$ cat src/rtl/pkt_mmu_pkg.sv
package pkt_mmu_pkg;

  typedef enum logic [2:0] {
    OP_NOP     = 3'd0,
    OP_ALLOC   = 3'd1,
    OP_RESET   = 3'd2,
    OP_ENQ     = 3'd3,
    OP_FREE    = 3'd4,
    OP_RELEASE = 3'd5
  } mmuOp_e;

  // strobes from control to datapath, one cycle each
  typedef struct packed {
    logic clear;
    logic allocTry;
    logic rxTry;
    logic enq;
    logic txPop;
    logic freeHead;
    logic relHead;
  } mmuStrobe_t;

endpackage

$ cat src/rtl/pkt_fifo.sv
module pkt_fifo #(
  parameter int DEPTH = 8,
  parameter int WIDTH = 3
) (
  input  logic             clk,
  input  logic             rstN,
  input  logic             clr,
  input  logic             push,
  input  logic [WIDTH-1:0] din,
  input  logic             pop,
  output logic [WIDTH-1:0] dout,
  output logic             empty,
  output logic             full
);
  localparam int PW = (DEPTH > 1) ? $clog2(DEPTH) : 1;
  localparam int CW = $clog2(DEPTH + 1);

  logic [WIDTH-1:0] mem [DEPTH];
  logic [PW-1:0] rdPtr, wrPtr;
  logic [CW-1:0] count;
  logic doPush, doPop;

  function automatic logic [PW-1:0] nextPtr(input logic [PW-1:0] p);
    return (p == PW'(DEPTH - 1)) ? '0 : p + 1'b1;
  endfunction

  assign empty  = (count == '0);
  assign full   = (count == CW'(DEPTH));
  assign doPush = push && !full;
  assign doPop  = pop && !empty;
  assign dout   = mem[rdPtr];

  always_ff @(posedge clk) begin
    if (!rstN || clr) begin
      rdPtr <= '0;
      wrPtr <= '0;
      count <= '0;
    end else begin
      if (doPush) begin
        mem[wrPtr] <= din;
        wrPtr <= nextPtr(wrPtr);
      end
      if (doPop) rdPtr <= nextPtr(rdPtr);
      case ({doPush, doPop})
        2'b10:   count <= count + 1'b1;
        2'b01:   count <= count - 1'b1;
        default: count <= count;
      endcase
    end
  end
endmodule

$ cat src/rtl/pkt_mmu_ctrl.sv
module pkt_mmu_ctrl
  import pkt_mmu_pkg::*;
#(
  parameter int ALLOC_LAT = 3,
  parameter int PKT_W     = 7,
  parameter int REQ_W     = 4,
  parameter int IDX_W     = 3
) (
  input  logic             clk,
  input  logic             rstN,
  input  logic             cmdValid,
  input  logic [2:0]       cmdOp,
  input  logic [REQ_W-1:0] cmdPages,
  input  logic             ackAlloc,
  input  logic             ackTx,
  input  logic             txComplete,
  input  logic             rxArrive,
  input  logic             dpAllocOk,
  input  logic [IDX_W-1:0] dpAllocPkt,
  input  logic             dpTxAvail,
  output mmuStrobe_t       strobe,
  output logic [REQ_W-1:0] reqPages,
  output logic [PKT_W:0]   allocResult,
  output logic             allocBusy,
  output logic             allocFlag,
  output logic             txFlag
);
  localparam int LAT_W = $clog2(ALLOC_LAT + 1);

  logic pending;
  logic [LAT_W-1:0] latCnt;
  logic isAlloc;

  assign isAlloc = cmdValid && (cmdOp == OP_ALLOC);

  always_comb begin
    strobe.clear    = cmdValid && (cmdOp == OP_RESET);
    strobe.allocTry = pending && (latCnt == '0) && !rxArrive && !strobe.clear;
    strobe.rxTry    = rxArrive && !strobe.clear;
    strobe.enq      = cmdValid && (cmdOp == OP_ENQ);
    strobe.txPop    = txComplete && !strobe.clear;
    strobe.freeHead = cmdValid && (cmdOp == OP_FREE);
    strobe.relHead  = cmdValid && (cmdOp == OP_RELEASE);
  end

  assign allocBusy = pending;

  always_ff @(posedge clk) begin
    if (!rstN) begin
      pending     <= 1'b0;
      latCnt      <= '0;
      reqPages    <= '0;
      allocResult <= {1'b1, {PKT_W{1'b0}}};
      allocFlag   <= 1'b0;
      txFlag      <= 1'b0;
    end else begin
      if (strobe.clear) begin
        pending <= 1'b0;
      end else if (isAlloc && !pending) begin
        pending     <= 1'b1;
        latCnt      <= LAT_W'(ALLOC_LAT - 1);
        reqPages    <= cmdPages;
        allocResult <= {1'b1, {PKT_W{1'b0}}};
      end else if (strobe.allocTry) begin
        pending <= 1'b0;
        if (dpAllocOk) allocResult <= {1'b0, PKT_W'(dpAllocPkt)};
      end else if (pending && latCnt != '0) begin
        latCnt <= latCnt - 1'b1;
      end

      if (strobe.allocTry && dpAllocOk) allocFlag <= 1'b1;
      else if (ackAlloc)                allocFlag <= 1'b0;

      if (strobe.txPop && dpTxAvail) txFlag <= 1'b1;
      else if (ackTx)                txFlag <= 1'b0;
    end
  end
endmodule

$ cat src/rtl/pkt_mmu_dp.sv
module pkt_mmu_dp
  import pkt_mmu_pkg::*;
#(
  parameter int NUM_PAGES = 18,
  parameter int NUM_PKTS  = 8,
  parameter int MAX_PAGES = 7,
  parameter int PKT_W     = 7,
  parameter int REQ_W     = 4,
  parameter int IDX_W     = $clog2(NUM_PKTS),
  parameter int CNT_W     = $clog2(NUM_PAGES + 1)
) (
  input  logic             clk,
  input  logic             rstN,
  input  mmuStrobe_t       strobe,
  input  logic [REQ_W-1:0] reqPages,
  input  logic [REQ_W-1:0] rxPages,
  input  logic [PKT_W-1:0] cmdPkt,
  output logic             allocOk,
  output logic [IDX_W-1:0] allocPkt,
  output logic             txAvail,
  output logic [PKT_W-1:0] txHeadPkt,
  output logic             cmplEmpty,
  output logic [PKT_W-1:0] cmplPkt,
  output logic             rxEmpty,
  output logic [PKT_W-1:0] rxHeadPkt,
  output logic [CNT_W-1:0] freePageCnt
);
  logic [NUM_PAGES-1:0] pageUsed, grant, retMask;
  logic [NUM_PKTS-1:0]  pktUsed, retPkt, selHot;
  logic [NUM_PAGES-1:0] pktMask [NUM_PKTS];
  logic [REQ_W-1:0] need;
  logic pktFound, commit, enqOk, txPop, freeFire, relFire, txEmpty, txFull, cmplFull, rxFull;
  logic [IDX_W-1:0] cmdIdx, txHead, cmplHead, rxHead;
  int taken;

  // lowest-first page and number chooser
  always_comb begin
    need  = strobe.rxTry ? rxPages : reqPages;
    grant = '0;
    taken = 0;
    for (int i = 0; i < NUM_PAGES; i++) begin
      if (!pageUsed[i] && taken < int'(need)) begin
        grant[i] = 1'b1;
        taken    = taken + 1;
      end
    end
    pktFound = 1'b0;
    allocPkt = '0;
    for (int j = NUM_PKTS - 1; j >= 0; j--) begin
      if (!pktUsed[j]) begin
        pktFound = 1'b1;
        allocPkt = IDX_W'(j);
      end
    end
    allocOk = pktFound && (need != '0) && (int'(need) <= MAX_PAGES) && (taken == int'(need));
  end

  assign commit   = allocOk && (strobe.allocTry || strobe.rxTry);
  assign selHot   = commit ? (NUM_PKTS'(1) << allocPkt) : '0;
  assign cmdIdx   = cmdPkt[IDX_W-1:0];
  assign enqOk    = strobe.enq && (cmdPkt < PKT_W'(NUM_PKTS)) && pktUsed[cmdIdx];
  assign txAvail  = !txEmpty;
  assign txPop    = strobe.txPop && txAvail;
  assign freeFire = strobe.freeHead && !cmplEmpty;
  assign relFire  = strobe.relHead && !rxEmpty;

  assign retMask = (relFire ? pktMask[rxHead] : '0) | (freeFire ? pktMask[cmplHead] : '0);
  assign retPkt  = (relFire ? (NUM_PKTS'(1) << rxHead) : '0) |
                   (freeFire ? (NUM_PKTS'(1) << cmplHead) : '0);

  always_ff @(posedge clk) begin
    if (!rstN || strobe.clear) begin
      pageUsed <= '0;
      pktUsed  <= '0;
    end else begin
      pageUsed <= (pageUsed & ~retMask) | (commit ? grant : '0);
      pktUsed  <= (pktUsed & ~retPkt) | selHot;
      if (commit) pktMask[allocPkt] <= grant;
    end
  end

  always_comb begin
    freePageCnt = '0;
    for (int k = 0; k < NUM_PAGES; k++)
      if (!pageUsed[k]) freePageCnt = freePageCnt + 1'b1;
  end

  pkt_fifo #(.DEPTH(NUM_PKTS), .WIDTH(IDX_W)) uTxQ (
    .clk(clk), .rstN(rstN), .clr(strobe.clear), .push(enqOk), .din(cmdIdx),
    .pop(txPop), .dout(txHead), .empty(txEmpty), .full(txFull));

  pkt_fifo #(.DEPTH(NUM_PKTS), .WIDTH(IDX_W)) uCmplQ (
    .clk(clk), .rstN(rstN), .clr(strobe.clear), .push(txPop), .din(txHead),
    .pop(freeFire), .dout(cmplHead), .empty(cmplEmpty), .full(cmplFull));

  pkt_fifo #(.DEPTH(NUM_PKTS), .WIDTH(IDX_W)) uRxQ (
    .clk(clk), .rstN(rstN), .clr(strobe.clear), .push(strobe.rxTry && allocOk),
    .din(allocPkt), .pop(relFire), .dout(rxHead), .empty(rxEmpty), .full(rxFull));

  assign txHeadPkt = PKT_W'(txHead);
  assign cmplPkt   = PKT_W'(cmplHead);
  assign rxHeadPkt = PKT_W'(rxHead);

  logic unusedFull;
  assign unusedFull = txFull ^ cmplFull ^ rxFull;
endmodule

$ cat src/rtl/pkt_page_mmu.sv
module pkt_page_mmu
  import pkt_mmu_pkg::*;
#(
  parameter int NUM_PAGES = 18,
  parameter int NUM_PKTS  = 8,
  parameter int MAX_PAGES = 7,
  parameter int ALLOC_LAT = 3,
  parameter int PKT_W     = 7,
  parameter int REQ_W     = 4,
  parameter int CNT_W     = $clog2(NUM_PAGES + 1)
) (
  input  logic             clk,
  input  logic             rstN,
  input  logic             cmdValid,
  input  logic [2:0]       cmdOp,
  input  logic [REQ_W-1:0] cmdPages,
  input  logic [PKT_W-1:0] cmdPkt,
  input  logic             ackAlloc,
  input  logic             ackTx,
  input  logic             txComplete,
  input  logic             rxArrive,
  input  logic [REQ_W-1:0] rxPages,
  output logic [PKT_W:0]   allocResult,
  output logic             allocBusy,
  output logic             allocFlag,
  output logic             txFlag,
  output logic             txHeadValid,
  output logic [PKT_W-1:0] txHeadPkt,
  output logic             cmplEmpty,
  output logic [PKT_W-1:0] cmplPkt,
  output logic             rxEmpty,
  output logic [PKT_W-1:0] rxHeadPkt,
  output logic [CNT_W-1:0] freePageCnt
);
  localparam int IDX_W = $clog2(NUM_PKTS);

  mmuStrobe_t strobe;
  logic [REQ_W-1:0] reqPages;
  logic dpAllocOk;
  logic [IDX_W-1:0] dpAllocPkt;

  pkt_mmu_ctrl #(.ALLOC_LAT(ALLOC_LAT), .PKT_W(PKT_W), .REQ_W(REQ_W), .IDX_W(IDX_W)) uCtrl (
    .clk(clk), .rstN(rstN), .cmdValid(cmdValid), .cmdOp(cmdOp), .cmdPages(cmdPages),
    .ackAlloc(ackAlloc), .ackTx(ackTx), .txComplete(txComplete), .rxArrive(rxArrive),
    .dpAllocOk(dpAllocOk), .dpAllocPkt(dpAllocPkt), .dpTxAvail(txHeadValid),
    .strobe(strobe), .reqPages(reqPages), .allocResult(allocResult),
    .allocBusy(allocBusy), .allocFlag(allocFlag), .txFlag(txFlag));

  pkt_mmu_dp #(.NUM_PAGES(NUM_PAGES), .NUM_PKTS(NUM_PKTS), .MAX_PAGES(MAX_PAGES),
               .PKT_W(PKT_W), .REQ_W(REQ_W), .IDX_W(IDX_W), .CNT_W(CNT_W)) uDp (
    .clk(clk), .rstN(rstN), .strobe(strobe), .reqPages(reqPages), .rxPages(rxPages),
    .cmdPkt(cmdPkt), .allocOk(dpAllocOk), .allocPkt(dpAllocPkt), .txAvail(txHeadValid),
    .txHeadPkt(txHeadPkt), .cmplEmpty(cmplEmpty), .cmplPkt(cmplPkt), .rxEmpty(rxEmpty),
    .rxHeadPkt(rxHeadPkt), .freePageCnt(freePageCnt));
endmodule

$ cat config.mk
export PLATFORM = sky130hd
export DESIGN_NAME = pkt_page_mmu
export DESIGN_NICKNAME = d
export VERILOG_FILES = /design/src/rtl/pkt_mmu_pkg.sv /design/src/rtl/pkt_fifo.sv /design/src/rtl/pkt_mmu_ctrl.sv /design/src/rtl/pkt_mmu_dp.sv /design/src/rtl/pkt_page_mmu.sv
export SDC_FILE = /design/constraint.sdc
export NUM_CORES = 1
export LEC_CHECK = 0
export BUFFER_PORTS_ARGS = -buffer_cell sky130_fd_sc_hd__buf_2
export CORE_UTILIZATION = 55
export CTS_CLUSTER_SIZE = 12
export DETAILED_ROUTE_END_ITERATION = 6
export PLACE_DENSITY_LB_ADDON = 0.08
export RECOVER_POWER = 100
export REMOVE_ABC_BUFFERS = 1
export SYNTH_ARGS = -nofsm -noshare
export SYNTH_HDL_FRONTEND = slang
export SYNTH_HIERARCHICAL = 1
export SYNTH_SLANG_ARGS = --single-unit
$ cat constraint.sdc
create_clock -name clk -period 39.2 [get_ports clk]
set_clock_uncertainty 0.2 [all_clocks]
set_input_delay 3.92 -clock clk [delete_from_list [all_inputs] [get_ports clk]]
set_output_delay 3.92 -clock clk [all_outputs]
set_load 0.005 [all_outputs]
# Word-level counts from Yosys, hierarchy flattened
# Memories as Yosys holds them, arrays and structs flattened. A register that Yosys moved wholly into a read port is not among the register bits.
# Cells that the tools add are included.
[totals]
regBits = 73
ramBits = 216
input_bits = 25
out_inout_bits = 40
word_cells = 337
n_memories = 4
[classes]
n_addsub = 47
n_lt_le_gt_ge = 21
eq_ne = 22
n_shift = 3
mux = 118
n_bitwise = 10
n_reduce_logical = 95
[memory_table]
columns = ["name", "depth", "width", "read_ports", "rd_clocked_by_memory_dff", "wr", "line_no", "source"]
rows = [
  ["uDp.pktMask", 8, 18, 2, 0, 1, "pkt_mmu_dp.sv:30", "logic [NUM_PAGES-1:0] pktMask [NUM_PKTS];"],
  ["uDp.uCmplQ.mem", 8, 3, 1, 1, 1, "pkt_fifo.sv:18", "logic [WIDTH-1:0] mem [DEPTH];"],
  ["uDp.uRxQ.mem", 8, 3, 1, 1, 1, "pkt_fifo.sv:18", ""],
  ["uDp.uTxQ.mem", 8, 3, 1, 1, 1, "pkt_fifo.sv:18", ""],
]
[op_table]
columns = ["op", "count"]
rows = [
  ["32-bit 2-to-1 mux", 17],
  ["32-bit by 2-bit adder with 32-bit output (second input constant)", 16],
  ["32-bit by 5-bit < comparator with 1-bit output", 16],
  ["5-bit 2-to-1 mux", 17],
  ["5-bit by 1-bit adder with 5-bit output (second input constant)", 16],
  ["3-bit 2-to-1 mux", 20],
  ["18-bit 2-to-1 mux", 3],
  ["8-bit 2-to-1 mux", 6],
  ["1-bit logical AND", 47],
  ["1-bit 2-to-1 mux", 47],
  ["18-bit bitwise OR", 2],
  ["32-bit by 5-bit equality test with 1-bit output", 1],
  ["1-bit logical NOT", 28],
  ["3-bit equality test (second input constant)", 8],
  ["4-bit one-hot mux with 2 select lines", 3],
  ["1-bit by 3-bit left shift with 8-bit output (first input constant)", 3],
  ["3-bit by 1-bit adder with 3-bit output (second input constant)", 6],
  ["18-bit AND", 1],
  ["18-bit NOT", 1],
  ["2-bit nonzero test", 9],
  ["8-bit bitwise OR", 2],
  ["4-bit by 1-bit adder with 4-bit output (second input constant)", 3],
  ["4-bit equality test (second input constant)", 3],
  ["4-bit logical NOT", 3],
  ["other kinds (25)", 38],
]

# Logic depth before layout (Yosys ltp)
# Gate-level depths: netlist of the first run.
[logic_depth]
word_depth = 66
depth_mapped = 144
ltp_nobuf = 134

# Cells and area by module
# Netlist of the first run, hierarchy kept.
[modules_own_cells]
columns = ["mod", "n_inst", "cells_per_inst", "area_each_um2", "seq_area_each_um2"]
rows = [
  ["pkt_mmu_dp", 1, 1336, 14466.4, 4844.6],
  ["pkt_fifo at uDp.uCmplQ ...", 2, 116, 1614.0, 980.9],
  ["pkt_fifo at uDp.uTxQ", 1, 116, 1594.0, 980.9],
  ["pkt_mmu_ctrl", 1, 78, 661.9, 260.2],
]

# Least setup slack after synthesis of the first run
# No wires, ideal clock.
[synth_timing]
kind = "in2reg"
startpoint = "in cmdOp[2]"
endpoint = "mem uDp.pktMask[0][0] (enable)"
setup_ps = 439
t_arrival_ps = 31993
required_time_ps = 38561
path_slack_ps = 6567
stages = 122
path_buffers = 10
cell_sequence = "nand4bb_1 -> buf_2 -> and2_1 -> buf_6 -> buf_6 -> mux2i_4 -> buf_2 -> buf_1 -> a21oi_1 -> inv_1 -> ha_1 -> or2_2 -> a311oi_4 -> or2_2 -> ha_1 -> nand3_1 -> a21oi_1 -> o211ai_2 -> [... 86 more ...] -> nand2_1 -> nor2_4 -> and2_1 -> mux2_4 -> ha_1 -> o21a_1 -> o21ai_0 -> a32o_2 -> nand3_1 -> xnor2_2 -> ha_1 -> a21o_1 -> a2111oi_2 -> o2111ai_1 -> o32a_1 -> buf_6 -> buf_2 -> nor4_1"
[synth_rtl]
columns = ["element", "line_no", "source"]
rows = [
  ["start: declaration", "pkt_page_mmu.sv:15", "input logic [2:0] cmdOp,"],
  ["end: declaration", "pkt_mmu_dp.sv:30", ""],
]

==> results of run 1 <==
==> stage by stage <==
stage | hold WS (ns) | cell area [sq um] | std cells
global placement | 0.2610 | 20570 | 2207
finish | 0.2716 | 21260 | 2263
detailed placement | 0.2653 | 20570 | 2207
floorplan | 0.2547 | 19480 | 1674
global route | 0.2978 | 21260 | 2263
CTS | 0.2732 | 21550 | 2263
==> cells in the final DEF, fill, tap and decap left out, types with 23 or more instances in the layout <==
cell and instances:
sky130_fd_sc_hd__edfxtp_1 216, sky130_fd_sc_hd__nor2_1 127, sky130_fd_sc_hd__nand2_1 104, sky130_fd_sc_hd__ha_1 101, sky130_fd_sc_hd__mux4_2 92, sky130_fd_sc_hd__nand3_1 84
sky130_fd_sc_hd__a21oi_1 82, sky130_fd_sc_hd__dfxtp_1 78, sky130_fd_sc_hd__inv_1 61, sky130_fd_sc_hd__mux2_2 55, sky130_fd_sc_hd__xnor2_1 53, sky130_fd_sc_hd__o21ai_0 38
sky130_fd_sc_hd__nor3_1 37, sky130_fd_sc_hd__clkbuf_1 36, sky130_fd_sc_hd__buf_2 36, sky130_fd_sc_hd__clkbuf_16 31, sky130_fd_sc_hd__o41ai_1 26, sky130_fd_sc_hd__nand2b_1 24
sky130_fd_sc_hd__xor2_1 23
==> worst min path at each step <==
| stage | from | to | slack, ns |
|---|---|---|---|
| global route | uCtrl/allocResult[2] | uCtrl/allocResult[2] | 0.30 |
| floorplan | uDp/uCmplQ/rdPtr[2] | flip-flop | 0.25 |
| global placement | uCtrl/allocFlag | uCtrl/allocFlag | 0.26 |
| detailed placement | uCtrl/allocResult[0] | uCtrl/allocResult[0] | 0.27 |
| finish | uCtrl/allocResult[0] | uCtrl/allocResult[0] | 0.27 |
| CTS | uCtrl/allocResult[0] | uCtrl/allocResult[0] | 0.27 |
==> state kept, by name (all words and copies together) (netlist names), 3 cells and up, named ones only <==
register	cells
uDp/uCmplQ/mem	24
uDp/uRxQ/mem	24
uDp/uTxQ/count	4
uDp/uTxQ/wrPtr	3
uDp/uTxQ/mem	24
uDp/uCmplQ/rdPtr	3
uDp/uCmplQ/count	4
uDp/pageUsed	18
uDp/uRxQ/count	4
uDp/uTxQ/rdPtr	3
uDp/uRxQ/rdPtr	3
uCtrl/reqPages	4
uDp/uCmplQ/wrPtr	3
uDp/pktMask	144
uCtrl/allocResult	4
uDp/uRxQ/wrPtr	3
uDp/pktUsed	8
==> worst register-to-register path: cells and delay by family, from the launching register on <==
family | cells | cell delay, ns
fa+ha+maj | 16 | 4.59
xor+xnor | 6 | 1.83
simple gates | 36 | 7.87
buf+inv | 9 | 2.60
mux | 4 | 1.76
flops | 1 | 0.50
compound gates | 44 | 12.16
==> layout make-up <==
type / instances / share of cell area, %
clock inverters: 5 / 0.3473
well taps: 461 / 2.714
flip-flops and latches: 294 / 37.86
clock buffers: 51 / 4.238
multi-input cells: 1307 / 51.82
repair buffers: 72 / 1.725
inverters: 73 / 1.295
==> metal layers <==
metal / vias up / routed length [microns] / GRT usage (%)
met5: - / 0 / 0
met4: 0 / 1141 / 8.147
met3: 83 / 2799 / 2.055
met2: 475 / 24450 / 46.76
met1: 7319 / 21460 / 36.67
li1: 6854 / - / -
==> impl_metrics.ini, run 1 <==
[sta]
final-setup-viol-count = 0
final.min_clock_period_ns = 36.14
post-route-worst-setup-slack_ns = 3.060
grt_setup_unrepaired = no
fmaxAchievable_mhz = 27.67
worst_slew_margin_rel_pct = -101.8
finalHoldViolCount = 0
maxSlewViolCount = 302
share_of_the_clock_period_used_by_the_worst_path_pct = 92.19
final.setup.tns_ns = 0
worst_slew_pin_slew_ns = 3.027

[placement]
detailedPlacementHpwl_mm = 33.74
numPortBuffers = 48
placement.setup.worst_slack_ns = 2.902
finalWeightedCongestion = 0.9049

[detailed_routing]
routedWlPerCell_microns = 22.03
via_per_inst = 6.510
drt_wl_total_mm = 49.85
drt_pass1_iterations = 5
detailedRoute.firstIterationViolations = 1336
detailroute.via_count = 14730
drcViolationCount = 0
route.antenna.remaining_nets = 0

[clock_tree]
htree_levels = 1
cts.path.max_buffers = 3
cts_inserted_buffers = 30
clock-sinks = 294
cts_hold_repair.buffers = 0
cts_resized = 0
clk_transition_reported_paths_ns = 0.06
cts_tree = yes
post-cts-setup-buffer-count = 0
clkLatencyLatePin_ns = 0.55
cts_root_buf = sky130_fd_sc_hd__clkbuf_16

[die]
fp.dieH_microns = 192.4
core_area_sq_um = 35570
die_area_sq_um = 37000
chipWidth_microns = 192.4
placementRows = 69
floorplan.io_pins = 65
floorplan.initialDensity_pct = 56.03

[cells_and_area]
fill_cells = 2929
multiInputGateArea_sq_um = 11010
layout_utilization_pct = 59.76
layout-area-overhead-vs-synth_pct = 6.655
nets = 1907
fraction_of_final_layout_cells_with_drive_strength_greater_than_1_pct = 17.98
antenna_cells = 0
seqCellArea_sq_um = 8048

[critical_path]
worst-path-max-fanout = 36
setup.worst_path.class = in -> reg
cp_slowest_stage_delay_ns = 1.32
critPathCapture = uDp/pktMask[2][16]
reg2regPathDepth = 115
timing.critical_path.from_type = primary input
cpMostUsedCell = sky130_fd_sc_hd__ha_1
crit_required_ns = 39.13
setup_slack_of_the_most_critical_reg_to_reg_path_ns = 7.28
critPathSlowestCell = sky130_fd_sc_hd__clkbuf_1
critPathLaunch = cmdOp[2]
endpoint_kind = flip-flop
crit_path_cell_count = 118
worst_ep_arrival_time_ns = 36.07
regToRegEndpoint = uDp/pktMask[2][16]
worstReg2RegStart = uCtrl/reqPages[0]
cp.buffers_inverters = 10
worst_path_dominant_cell_family = compound AO/OA/AOI/OAI gates

[grt]
grt_pass1_wl_mm = 78.38
via_count_of_the_first_global_routing_pass = 14380
largest_net_degree_at_the_start_of_global_routing = 45
grt_antenna_before_repair = 0
gr-total-overflow = 0
gr-usage-all-layers_pct = 27.18

[synth]
number_of_warning_messages_in_the_yosys_log = 6
synthesis.instances = 1759
mappedNetlistArea_sq_um = 19930
syn-mean-instance-area_sq_um = 11.33

[status]
violations_in_the_final_reports = max-capacitance violations, max-slew violations
status = finished, violations left

[job]
max-cap-violations = 13

[hold_path]
hold_depth = 2
hold_removal_path_class = reg -> reg
Power of run 1 is not shown: default switching activity piles up to over one toggle a cycle in this logic, so the estimate is an artifact.
==> run 2, diff against run 1 <==
--- a/config.mk
+++ b/config.mk
@@ -6,6 +6,7 @@
 export NUM_CORES = 1
 export LEC_CHECK = 0
 export BUFFER_PORTS_ARGS = -buffer_cell sky130_fd_sc_hd__buf_2
+export CORE_ASPECT_RATIO = 0.6
 export CORE_UTILIZATION = 55
 export CTS_CLUSTER_SIZE = 12
 export DETAILED_ROUTE_END_ITERATION = 6
==> run 2 against run 1 <==
  * The flow finishes with violations (design-rule violations, max-capacitance violations, max-slew violations)
  * Via count up 2.2%
  * Non-clock buffer count increased by 2
  * Wire length rose by 7.2%
  * Largest cell class unchanged
==> impl_metrics.ini, run 2 (synthesized netlist as in run 1, its figures left out) <==
[die]
chipWidth_microns = 247.7
floorplan.initialDensity_pct = 56.38
fp.dieH_microns = 149.5
placementRows = 53
floorplan.io_pins = 65
core_area_sq_um = 35350
die_area_sq_um = 37030

[critical_path]
setup.worst_path.class = in -> reg
cp_slowest_stage_delay_ns = 0.81
setup_slack_of_the_most_critical_reg_to_reg_path_ns = 6.72
regToRegEndpoint = uDp/pktMask[2][11]
worstReg2RegStart = uCtrl/reqPages[0]
worst_ep_arrival_time_ns = 36.37
cp.buffers_inverters = 10
critPathLaunch = cmdOp[2]
crit_required_ns = 39.19
crit_path_cell_count = 118
cpMostUsedCell = sky130_fd_sc_hd__ha_1
endpoint_kind = flip-flop
critPathSlowestCell = sky130_fd_sc_hd__o41ai_2
timing.critical_path.from_type = primary input
worst-path-max-fanout = 35
reg2regPathDepth = 115
worst_path_dominant_cell_family = compound AO/OA/AOI/OAI gates

[sta]
grt_setup_unrepaired = no
worst_slew_pin_slew_ns = 2.971
final.min_clock_period_ns = 36.38
fmaxAchievable_mhz = 27.49
finalHoldViolCount = 0
final.setup.tns_ns = 0
final-setup-viol-count = 0
share_of_the_clock_period_used_by_the_worst_path_pct = 92.80
maxSlewViolCount = 144
worst_slew_margin_rel_pct = -98.46

[cells_and_area]
fill_cells = 2897
layout.cells.most_common_list = sky130_fd_sc_hd__edfxtp_1, sky130_fd_sc_hd__nor2_1, sky130_fd_sc_hd__nand2_1
seqCellArea_sq_um = 8048
layout-area-overhead-vs-synth_pct = 6.592
largest_reg_flops = 144
layout_commonest_cell = sky130_fd_sc_hd__edfxtp_1
antenna_cells = 0
nets = 1910
fraction_of_final_layout_cells_with_drive_strength_greater_than_1_pct = 18.00
cell_area_after_layout_sq_um = 21240
multiInputGateArea_sq_um = 10990
top_register_by_number_of_flip_flops = uDp/pktMask

[clock_tree]
htree_levels = 1
cts.path.max_buffers = 3
clkLatencyLatePin_ns = 0.59
clock-sinks = 294
cts_tree = yes
clk_transition_reported_paths_ns = 0.06
cts_inserted_buffers = 31
cts_root_buf = sky130_fd_sc_hd__clkbuf_16
post-cts-setup-buffer-count = 0

[status]
status = finished, violations left
violations_in_the_final_reports = design-rule violations, max-capacitance violations, max-slew violations

[hold_path]
hold_depth = 2
hold_removal_path_class = reg -> reg
worstHoldStart = uCtrl/allocResult[0]
hold_end = uCtrl/allocResult[0]

[detailed_routing]
route.antenna.remaining_nets = 0
drt_wl_total_mm = 53.46
drt_pass1_iterations = 7
via_per_inst = 6.621
drcViolationCount = 7
detailroute.via_count = 15050
routedWlPerCell_microns = 23.52
detailedRoute.firstIterationViolations = 1516

[placement]
numPortBuffers = 48
placedInstanceArea_sq_um = 20600
finalWeightedCongestion = 0.9290
detailedPlacementHpwl_mm = 36.81

[grt]
via_count_of_the_first_global_routing_pass = 14000
grt_antenna_before_repair = 1
gr-total-overflow = 0
grt_pass1_wl_mm = 81.28
largest_net_degree_at_the_start_of_global_routing = 44
gr-usage-all-layers_pct = 28.81

[job]
max-cap-violations = 6
[run 2: worst min-delay path, stage by stage (launching register included)]
cell                      delay, ns
sky130_fd_sc_hd__dfxtp_1       0.31
sky130_fd_sc_hd__nand2_1       0.05
sky130_fd_sc_hd__o22ai_1       0.06
[run 2: routing by layer]
| layer | vias up | wire length (microns) | GRT usage [%] | part of all wire, % |
|---|---|---|---|---|
| met5 | - | 9 | 0 | 0.017 |
| met4 | 2 | 1062 | 6.656 | 2.0 |
| met3 | 70 | 5413 | 7.066 | 10 |
| met2 | 690 | 21740 | 40.06 | 41 |
| met1 | 7431 | 25230 | 44.72 | 47 |
| li1 | 6856 | - | - | - |
[run 2: what timing repair did]
item | 4_1_cts | 5_1_grt
setup endpoints to repair | 0 | 1
resized for setup | 0 | 1
hold buffers | 0 | 0
[run 2: per-stage QoR]
stage	hold WS, ns	setup WS [ns]	util [%]	std cells
finish	0.2735	2.821	60.10	2273
global route	0.2881	0.1220	60.10	2273
global placement	0.2531	3.927	58.28	2215
floorplan	0.2547	5.706	-	1674
detailed placement	0.2643	2.642	58.28	2215
CTS	0.2729	3.096	61.02	2273
[run 2: how the worst max path moves through the flow]
stage                                     to  slack (ns)
final                     uDp/pktMask[2][11]        2.82
after global routing       uDp/uRxQ/count[3]        0.12
after CTS                  uDp/uRxQ/count[3]        3.10
after detailed placement   uDp/uRxQ/count[3]        2.64
after global placement     uDp/uRxQ/count[3]        3.93
after floorplan            uDp/uRxQ/count[3]        5.71
[run 2: cell type report]
class,count,area share (%)
tap,467,2.751
clock inverter,9,0.4241
sequential,294,37.88
multi-input combinational,1307,51.74
inverter,73,1.296
clock buffer,49,4.135
timing repair buffer,74,1.767
Power of run 2 is left out for the same reason.
==> run 3, diff against run 2 <==
--- a/config.mk
+++ b/config.mk
@@ -11,7 +11,6 @@
 export CTS_CLUSTER_SIZE = 12
 export DETAILED_ROUTE_END_ITERATION = 6
 export PLACE_DENSITY_LB_ADDON = 0.08
-export RECOVER_POWER = 100
 export REMOVE_ABC_BUFFERS = 1
 export SYNTH_ARGS = -nofsm -noshare
 export SYNTH_HDL_FRONTEND = slang
==> run 3 against run 2 <==
  * The run ends with design-rule violations left
  * Flip-flop and latch count stayed put
  * Via count increased by 0.41%
  * Count of clock-buffer cells in the layout unchanged
  * Sequential share of layout area shrank 0.57 points
  * Fmax about the same
  * Non-clock buffer count unchanged
  * Critical endpoint is now uDp/uRxQ/count[3]
  * Cell count did not move
  * Worst hold slack worse by 0.0028 ns
  * First-iteration DRC count down 5.1%
  * Critical path depth rose by 5
==> impl_metrics.ini, run 3 (synthesized netlist as in run 1, its figures left out) <==
[status]
status = finished, violations left
violations_in_the_final_reports = design-rule violations

[critical_path]
worst-path-max-fanout = 19
critPathSlowestCell = sky130_fd_sc_hd__o41ai_2
cp_slowest_stage_delay_ns = 0.84
endpoint_kind = flip-flop
crit_required_ns = 39.46
timing.critical_path.from_type = primary input
worst_path_dominant_cell_family = compound AO/OA/AOI/OAI gates
worst_ep_arrival_time_ns = 36.62
cp.buffers_inverters = 7
cpMostUsedCell = sky130_fd_sc_hd__ha_1
setup.worst_path.class = in -> reg

[detailed_routing]
drcViolationCount = 7
drt_pass1_iterations = 7
detailedRoute.firstIterationViolations = 1438
detailroute.via_count = 15110
routedWlPerCell_microns = 23.46
route.antenna.remaining_nets = 0
drt_wl_total_mm = 53.33
via_per_inst = 6.648

[hold_path]
hold_removal_path_class = reg -> reg

[placement]
finalWeightedCongestion = 0.9290
numPortBuffers = 48
detailedPlacementHpwl_mm = 36.81

[die]
core_area_sq_um = 35350
floorplan.initialDensity_pct = 56.38
floorplan.io_pins = 65
placementRows = 53
chipWidth_microns = 247.7
die_area_sq_um = 37030
fp.dieH_microns = 149.5

[sta]
worst_slew_margin_rel_pct = 27.67
final.setup.tns_ns = 0
maxSlewViolCount = 0
grt_setup_unrepaired = no
share_of_the_clock_period_used_by_the_worst_path_pct = 92.74
finalHoldViolCount = 0
final-setup-viol-count = 0
worst_slew_pin_slew_ns = 1.085
fmaxAchievable_mhz = 27.51
final.min_clock_period_ns = 36.35

[clock_tree]
cts_tree = yes
post-cts-setup-buffer-count = 0
clock-sinks = 294
htree_levels = 1
cts_hold_repair.buffers = 0
cts_resized = 0
cts_root_buf = sky130_fd_sc_hd__clkbuf_16
clk_transition_reported_paths_ns = 0.06
clkLatencyLatePin_ns = 0.59
cts_inserted_buffers = 31
cts.path.max_buffers = 3

[grt]
gr-total-overflow = 0
via_count_of_the_first_global_routing_pass = 14000
grt_antenna_before_repair = 1
largest_net_degree_at_the_start_of_global_routing = 44
grt_pass1_wl_mm = 81.28
gr-usage-all-layers_pct = 28.81

[cells_and_area]
layout-area-overhead-vs-synth_pct = 8.225
largest_reg_flops = 144
nets = 1910
layout.cells.most_common_list = sky130_fd_sc_hd__edfxtp_1, sky130_fd_sc_hd__nor2_1, sky130_fd_sc_hd__nand2_1
fraction_of_final_layout_cells_with_drive_strength_greater_than_1_pct = 22.04
layout_utilization_pct = 61.02
top_register_by_number_of_flip_flops = uDp/pktMask
antenna_cells = 0
layout_commonest_cell = sky130_fd_sc_hd__edfxtp_1

[job]
max-cap-violations = 0
==> run 3: cell count changes in the layout (fill, tap and decap cells not counted), sizes merged <==
cell	before	now
clkbuf	79	49
clkinvlp	1	0
buf	44	74
inv	72	73
==> run 3: tightest hold or removal path: cells and delay by family (launching register included) <==
| kind | cells | cell delay (ns) |
|---|---|---|
| and+or+nand+nor | 1 | 0.05 |
| AOI/OAI and AO/OA | 1 | 0.07 |
| DFF | 1 | 0.31 |
==> run 3: layout make-up <==
cell class	instances	area, sq um
timing repair buffer	74	435.4
fill	2841	13780
clock buffer	49	878.3
clock inverter	9	90.09
sequential	294	8048
inverter	73	276.5
tap	467	584.3
multi-input combinational	1307	11260
==> run 3: layer usage <==
metal	share of wire (%)	GRT usage, %	up-vias
met5	0.017	0	-
met4	2.1	6.656	2
met3	10	7.066	75
met2	41	40.06	685
met1	47	44.72	7490
li1	-	-	6858
==> run 3: worst paths after layout <==
check                                            end                  from  depth (start not counted)  slack [ns]
worst max-delay path               uDp/uRxQ/count[3]              cmdOp[2]                        123        2.85
worst min-delay path            uCtrl/allocResult[0]  uCtrl/allocResult[0]                          2        0.27
worst max register to register     uDp/uRxQ/count[3]     uCtrl/reqPages[0]                        120        6.79
worst min register to register  uCtrl/allocResult[0]  uCtrl/allocResult[0]                          2        0.27
==> run 3: through the flow <==
stage                     instance area (sq um)  setup WS (ns)  instances  hold WS [ns]
after floorplan                           19480          5.706       1674        0.2547
after global routing                      21570         0.2010       2273        0.2851
after detailed placement                  20600          2.642       2215        0.2643
after CTS                                 21570          3.096       2273        0.2729
after global placement                    20600          3.927       2215        0.2531
final                                     21570          2.847       2273        0.2707
Power of run 3 is left out for the same reason.
